### src/rtl/vi_pkg.sv
package vi_pkg;

  typedef enum logic [1:0] {
    SZ_BYTE = 2'd0,
    SZ_HALF = 2'd1,
    SZ_WORD = 2'd2,
    SZ_DWORD = 2'd3
  } elem_sz_e;

  typedef struct packed {
    logic       legal;
    logic       right;
    elem_sz_e   sz;
    logic [4:0] vt;
    logic [4:0] va;
    logic [4:0] vb;
  } vi_dec_t;

  localparam logic [5:0] PRIMARY_OP = 6'b000100;
  localparam logic [1:0] XO_HEAD    = 2'b01;
  localparam logic [5:0] XO_TAIL    = 6'b001111;

endpackage

### src/rtl/vi_decode.sv
module vi_decode
  import vi_pkg::*;
(
  input  logic [31:0] instr,
  output vi_dec_t     dec
);
  logic op_hit;
  logic xo_hit;

  assign op_hit = (instr[31:26] == PRIMARY_OP);
  assign xo_hit = (instr[10:9] == XO_HEAD) && (instr[5:0] == XO_TAIL);

  always_comb begin
    dec.legal = op_hit && xo_hit;
    dec.right = instr[8];
    dec.sz    = elem_sz_e'(instr[7:6]);
    dec.vt    = instr[25:21];
    dec.va    = instr[20:16];
    dec.vb    = instr[15:11];
  end
endmodule

### src/rtl/vi_index.sv
module vi_index #(
  parameter int VEC_BYTES = 16,
  localparam int RAWW = $clog2(VEC_BYTES),
  localparam int EW   = RAWW + 2
) (
  input  logic                  right,
  input  logic [RAWW-1:0]       raw,
  input  logic [RAWW:0]         size_n,
  output logic signed [EW-1:0]  eff,
  output logic [RAWW-1:0]       start,
  output logic                  ok
);
  function automatic logic signed [EW-1:0] limit_of(logic [RAWW:0] sz);
    logic signed [EW-1:0] lim;
    lim = EW'(VEC_BYTES) - EW'(sz);
    return lim;
  endfunction

  function automatic logic signed [EW-1:0] effective(logic r, logic [RAWW-1:0] rw,
                                                     logic [RAWW:0] sz);
    logic signed [EW-1:0] lim;
    lim = limit_of(sz);
    return r ? (lim - EW'(rw)) : EW'(rw);
  endfunction

  function automatic logic fits(logic signed [EW-1:0] e, logic [RAWW:0] sz);
    logic signed [EW-1:0] lim;
    lim = limit_of(sz);
    return !e[EW-1] && (e <= lim);
  endfunction

  assign eff   = effective(right, raw, size_n);
  assign ok    = fits(eff, size_n);
  assign start = eff[RAWW-1:0];
endmodule

### src/rtl/vi_merge.sv
module vi_merge #(
  parameter int VEC_BYTES = 16,
  parameter int SRC_BYTES = 8,
  localparam int RAWW = $clog2(VEC_BYTES),
  localparam int SRCW = $clog2(SRC_BYTES)
) (
  input  logic [8*VEC_BYTES-1:0] vec_in,
  input  logic [8*SRC_BYTES-1:0] src,
  input  logic [RAWW-1:0]        start,
  input  logic [RAWW:0]          size_n,
  input  logic                   en,
  output logic [8*VEC_BYTES-1:0] vec_out,
  output logic [VEC_BYTES-1:0]   byte_hit
);
  function automatic logic [7:0] src_byte(logic [8*SRC_BYTES-1:0] s, logic [SRCW-1:0] j);
    return s[8*j +: 8];
  endfunction

  logic [RAWW:0] lo;
  logic [RAWW:0] hi;
  assign lo = {1'b0, start};
  assign hi = lo + size_n;

  for (genvar b = 0; b < VEC_BYTES; b++) begin : g_byte
    localparam logic [RAWW:0] POS = (RAWW+1)'(b);
    logic [RAWW:0] rel;
    logic [SRCW-1:0] jsel;
    assign rel         = POS - lo;
    assign jsel        = SRCW'(size_n - 1'b1 - rel);
    assign byte_hit[b] = en && (POS >= lo) && (POS < hi);
    assign vec_out[8*(VEC_BYTES-1-b) +: 8] =
      byte_hit[b] ? src_byte(src, jsel) : vec_in[8*(VEC_BYTES-1-b) +: 8];
  end
endmodule

### src/rtl/vec_insert_unit.sv
module vec_insert_unit
  import vi_pkg::*;
#(
  parameter int VEC_BYTES = 16,
  parameter int SRC_BYTES = 8,
  parameter int IDX_W     = 64,
  localparam int RAWW = $clog2(VEC_BYTES),
  localparam int EW   = RAWW + 2,
  localparam int VW   = 8 * VEC_BYTES,
  localparam int SW   = 8 * SRC_BYTES
) (
  input  logic          clk,
  input  logic          rst_n,
  input  logic          in_valid,
  input  logic [31:0]   instr,
  input  logic [VW-1:0] vec_in,
  input  logic [SW-1:0] src_val,
  input  logic [IDX_W-1:0] idx_op,
  output logic [4:0]    idx_reg_sel,
  output logic [4:0]    val_reg_sel,
  output logic [VW-1:0] vec_out,
  output logic [4:0]    dst_reg,
  output logic          upd_valid,
  output logic          range_err,
  output logic          illegal
);
  vi_dec_t dec;
  logic [RAWW:0] size_n;
  logic signed [EW-1:0] eff;
  logic [RAWW-1:0] start;
  logic idx_ok;
  logic wr_go;
  logic rng_evt;
  logic ill_evt;
  logic [VW-1:0] merged;
  logic [VEC_BYTES-1:0] byte_hit;
  logic unused_idx_hi;

  assign unused_idx_hi = ^idx_op[IDX_W-1:RAWW];

  vi_decode u_dec (.instr(instr), .dec(dec));

  assign size_n      = (RAWW+1)'(1) << dec.sz;
  assign idx_reg_sel = dec.va;
  assign val_reg_sel = dec.vb;

  vi_index #(.VEC_BYTES(VEC_BYTES)) u_idx (
    .right (dec.right),
    .raw   (idx_op[RAWW-1:0]),
    .size_n(size_n),
    .eff   (eff),
    .start (start),
    .ok    (idx_ok)
  );

  assign wr_go   = in_valid && dec.legal && idx_ok;
  assign rng_evt = in_valid && dec.legal && !idx_ok;
  assign ill_evt = in_valid && !dec.legal;

  vi_merge #(.VEC_BYTES(VEC_BYTES), .SRC_BYTES(SRC_BYTES)) u_mrg (
    .vec_in  (vec_in),
    .src     (src_val),
    .start   (start),
    .size_n  (size_n),
    .en      (wr_go),
    .vec_out (merged),
    .byte_hit(byte_hit)
  );

  logic [VW-1:0] hit_bits;
  always_comb begin
    for (int i = 0; i < VEC_BYTES; i++) begin
      hit_bits[8*(VEC_BYTES-1-i) +: 8] = {8{byte_hit[i]}};
    end
  end

  always_ff @(posedge clk or negedge rst_n) begin
    if (!rst_n) begin
      vec_out   <= '0;
      dst_reg   <= '0;
      upd_valid <= 1'b0;
      range_err <= 1'b0;
      illegal   <= 1'b0;
    end else begin
      upd_valid <= wr_go;
      range_err <= rng_evt;
      illegal   <= ill_evt;
      if (in_valid) begin
        vec_out <= merged;
        dst_reg <= dec.vt;
      end
    end
  end

  AST_FLAGS_EXCL: assert property (@(posedge clk) disable iff (!rst_n)
    $onehot0({upd_valid, range_err, illegal}));
  AST_RESULT_LATENCY: assert property (@(posedge clk) disable iff (!rst_n)
    (upd_valid || range_err || illegal) |-> $past(in_valid));
  AST_IDLE_HOLD: assert property (@(posedge clk) disable iff (!rst_n)
    !$past(in_valid) |-> $stable(vec_out));
  AST_REJECT_NO_WRITE: assert property (@(posedge clk) disable iff (!rst_n)
    (range_err || illegal) |-> (vec_out == $past(vec_in)));
  AST_MASK_WIDTH: assert property (@(posedge clk) disable iff (!rst_n)
    wr_go |-> ($countones(byte_hit) == int'(size_n)));
  AST_MASK_EMPTY: assert property (@(posedge clk) disable iff (!rst_n)
    !wr_go |-> (byte_hit == '0));
  AST_KEEP_OTHERS: assert property (@(posedge clk) disable iff (!rst_n)
    upd_valid |-> (((vec_out ^ $past(vec_in)) & ~$past(hit_bits)) == '0));
  AST_RIGHT_INDEX: assert property (@(posedge clk) disable iff (!rst_n)
    (wr_go && dec.right) |-> (int'(start) + int'(idx_op[RAWW-1:0]) + int'(size_n) == VEC_BYTES));
endmodule

### config.mk
export PLATFORM = sky130hd
export DESIGN_NAME = vec_insert_unit
export DESIGN_NICKNAME = d
export VERILOG_FILES = /design/src/rtl/vi_pkg.sv /design/src/rtl/vi_decode.sv /design/src/rtl/vi_index.sv /design/src/rtl/vi_merge.sv /design/src/rtl/vec_insert_unit.sv
export SDC_FILE = /design/constraint.sdc
export NUM_CORES = 1
export LEC_CHECK = 0
export BUFFER_PORTS_ARGS = -buffer_cell sky130_fd_sc_hd__buf_4
export CELL_PAD_IN_SITES_DETAIL_PLACEMENT = 1
export CELL_PAD_IN_SITES_GLOBAL_PLACEMENT = 2
export CORE_ASPECT_RATIO = 0.8
export CORE_MARGIN = 3
export CORE_UTILIZATION = 31
export DETAILED_ROUTE_END_ITERATION = 6
export PLACE_DENSITY = 0.9
export SYNTH_ARGS = -nofsm -noshare
export SYNTH_HDL_FRONTEND = slang
export SYNTH_SLANG_ARGS = --single-unit
### constraint.sdc
create_clock -name clk -period 1.95 [get_ports clk]
set_input_delay 0.195 -clock clk [delete_from_list [all_inputs] [get_ports clk]]
set_output_delay 0.195 -clock clk [all_outputs]
set_load 0.02 [all_outputs]
==> results_dict.tcl <==
set metrics [dict create \
    hp-class "in2reg" \
    r2r_cells 2 \
    maxSlewViolCount 0 \
    rrSetupSlack_ns 0.96 \
    grt_overflow 0 \
    clkTransAtPathRegs_ns 0.07 \
    yosysUniqueCellTypes 71 \
    vias 11200 \
    syn_inst 937 \
    reg2reg_from "vec_out[45]$_DFFE_PN0P_" \
    placed_area_mm2 0.0145 \
    detail_route.wl_per_cell_um 27.7 \
    ioPinCount 437 \
    synth_nets 1250 \
    r2r-end "vec_out[45]$_DFFE_PN0P_" \
    routed-wl-met2_mm 26.4 \
    drive_above_1_share_pct 60.7 \
    final-setup-viol-count 130 \
    portBuffers 356 \
    max_slew_margin_pct 58.9 \
    fin_crit_ns 3.30 \
    initial_core_util_pct 32.0 \
    via_per_inst 5.71 \
    violations "setup timing" \
    root_buffer "clkbuf_16" \
    final_util_pct 58.1 \
    total_power_mw 15.8 \
    dieArea_mm2 0.0340 \
    syn_area_mm2 0.00985 \
    drv_cap 0 \
    core_mm2 0.0308 \
    ys.flop_type "dfrtp_1" \
    critical_path_class "in2reg" \
    drtPass1Iterations 5 \
    synth_seq_cells 136 \
    nNetsFinal 1851 \
    startpoint "instr[6]" \
    clock_path_buffers 2 \
    clock-skew-final_ns 0 \
    track_usage_pct 30.2 \
    die_x_um 205 \
    drtIter0Drc 714 \
    path_max_fanout 6 \
    numCtsBuffers 17 \
    fin_crit_sh_pct 169 \
    ys_warn_count 0 \
    grt_setup_unrepaired "yes" \
    required_ns 2.27 \
    fin_area_mm2 0.0179 \
    cp-start-kind "input port" \
    ys_seq_area_share_pct 34.5 \
    rows 57 \
    synth.most_common_cell "dfrtp_1" \
    dr_wl_met3_mm 5.08 \
    status "finished, violations left" \
    largest_reg_flops 128 \
    fmax_ghz 0.303 \
    synth_top_area_cell "dfrtp_1" \
    async_flop_share_pct 100 \
    hpwl_mm 37.3 \
    hold_violations 0 \
    netlist_top_cells_area "dfrtp_1, mux4_2, a221o_1" \
    antenna_found_initial 4 \
    fin_tns_setup_ns -146.69 \
    critical_path.endpoint_type "register" \
    p_leak_nw 7.95 \
    fin_ws_ns -1.35 \
    synth_top_cells_by_count "dfrtp_1, nand2_1, mux4_2" \
    die_y_um 165 \
    ctsHtreeMaxLevel 4 \
    wl_mm 54.6 \
    place_inst 1809 \
    top_layer_used "met4" \
    cp.arrival_ns 3.62 \
    whs_path_depth 2 \
    synth_edf_count 0 \
    power-per-cell-area_mw_per_mm2 881 \
    syn_to_final_growth_pct 81.7 \
    grt_pass1_vias 12100 \
    holdWs_ns 0.0156 \
    route.detailed.drc 0 \
    clock_sinks 136 \
    grt_max_degree 66 \
    globalplace.congestion 0.929 \
    tightest_slew_ns 0.612 \
    max-vdd-ir-drop_mv 0.823 \
    cts_tree "done" \
    drt-met1-wl_mm 21.2 \
    critPathCapture "vec_out[54]$_DFFE_PN0P_" \
    syn_area_per_cell_um2 10.5 \
    instances_no_fill 1968 \
    final_antenna_net_count 0 \
    insertion_delay_ns 0.44 \
    synth_top_area_share_pct 34.5 \
    grt_pass1_wl_mm 76.9 \
    pre_cts_slack_ns -1.76 \
]
-- per-layer routing --
layer | track usage [%] | up-vias
li1 | - | 4774
met1 | 38.4 | 5716
met2 | 50.6 | 627
met3 | 7.68 | 118
met4 | 10.4 | 0
met5 | 0 | -
-- worst min-delay path by stage --
stage | startpoint | to | slack [ns]
floorplan | rst_n | dst_reg[0]$_DFFE_PN0P_ | -0.10
global placement | rst_n | vec_out[17]$_DFFE_PN0P_ | 0.11
detailed placement | rst_n | vec_out[17]$_DFFE_PN0P_ | 0.11
CTS | vec_in[110] | vec_out[110]$_DFFE_PN0P_ | 0.0005
global route | vec_in[63] | vec_out[63]$_DFFE_PN0P_ | 0.002
finish | vec_in[87] | vec_out[87]$_DFFE_PN0P_ | 0.02
-- cells by family after synthesis --
family          share of synthesized area [%]
mux                                      22.0
flops                                    34.5
xor+xnor                                 2.11
simple gates                             16.1
buf+inv                                  5.02
compound gates                           17.1
fa+ha+maj                                3.10
-- placed cells by master, fill, tap and decap left out, types with 11 or more instances in the layout --
| cell | Yosys | final |
|---|---|---|
| buf_6 | 1 | 45 |
| nand3_2 | 1 | 12 |
| o211ai_1 | 26 | 26 |
| inv_1 | 34 | 29 |
| nor2_1 | 63 | 26 |
| buf_4 | 13 | 515 |
| clkbuf_16 | 0 | 18 |
| dfrtp_1 | 136 | 136 |
| a221o_1 | 54 | 54 |
| nand2_4 | 0 | 11 |
| mux2i_1 | 48 | 25 |
| nor2_2 | 1 | 23 |
| mux2_2 | 22 | 13 |
| nor2b_1 | 61 | 58 |
| o311ai_2 | 0 | 16 |
| mux4_2 | 64 | 64 |
| o221ai_2 | 0 | 16 |
| nor2_4 | 1 | 16 |
| nand3_1 | 34 | 17 |
| mux2i_4 | 0 | 16 |
| dlygate4sd3_1 | 0 | 67 |
| buf_12 | 0 | 25 |
| nand2_1 | 110 | 96 |
-- timing repair --
item | 4_1_cts | 5_1_grt
pin swaps | 65 | 74
hold buffers | 67 | 0
cloned | 7 | 0
endpoints found under the hold margin | 97 | 0
setup buffers | 41 | 24
gates resized for setup | 240 | 108
endpoints found under the setup margin | 130 | 130
-- power by group --
group          switching [mW]  internal, mW
sequential              0.182          3.07
clock                    1.42          2.20
combinational            4.51          4.39
total                    6.11          9.66
-- critical path, cell delays in order --
cell     delay [ns]
buf_8          0.08
nor2_4         0.03
inv_2          0.07
ha_4           0.14
inv_2          0.03
fa_2           0.56
mux2i_4        0.10
buf_6          0.14
fa_2           0.69
buf_12         0.18
mux4_2         0.56
mux2i_2        0.28
buf_4          0.20
nor2_1         0.05
a221o_1        0.29
-- cell type report --
class	instances	area [um^2]
repair buffers	659	5670
inverters	36	144
multi-input cells	688	7520
clock buffers	20	447
well taps	413	517
clock inverters	12	189
flip-flops and latches	136	3400
diodes	4	10.0
fillers	3184	12900
Power figures use the tool's default switching activity.
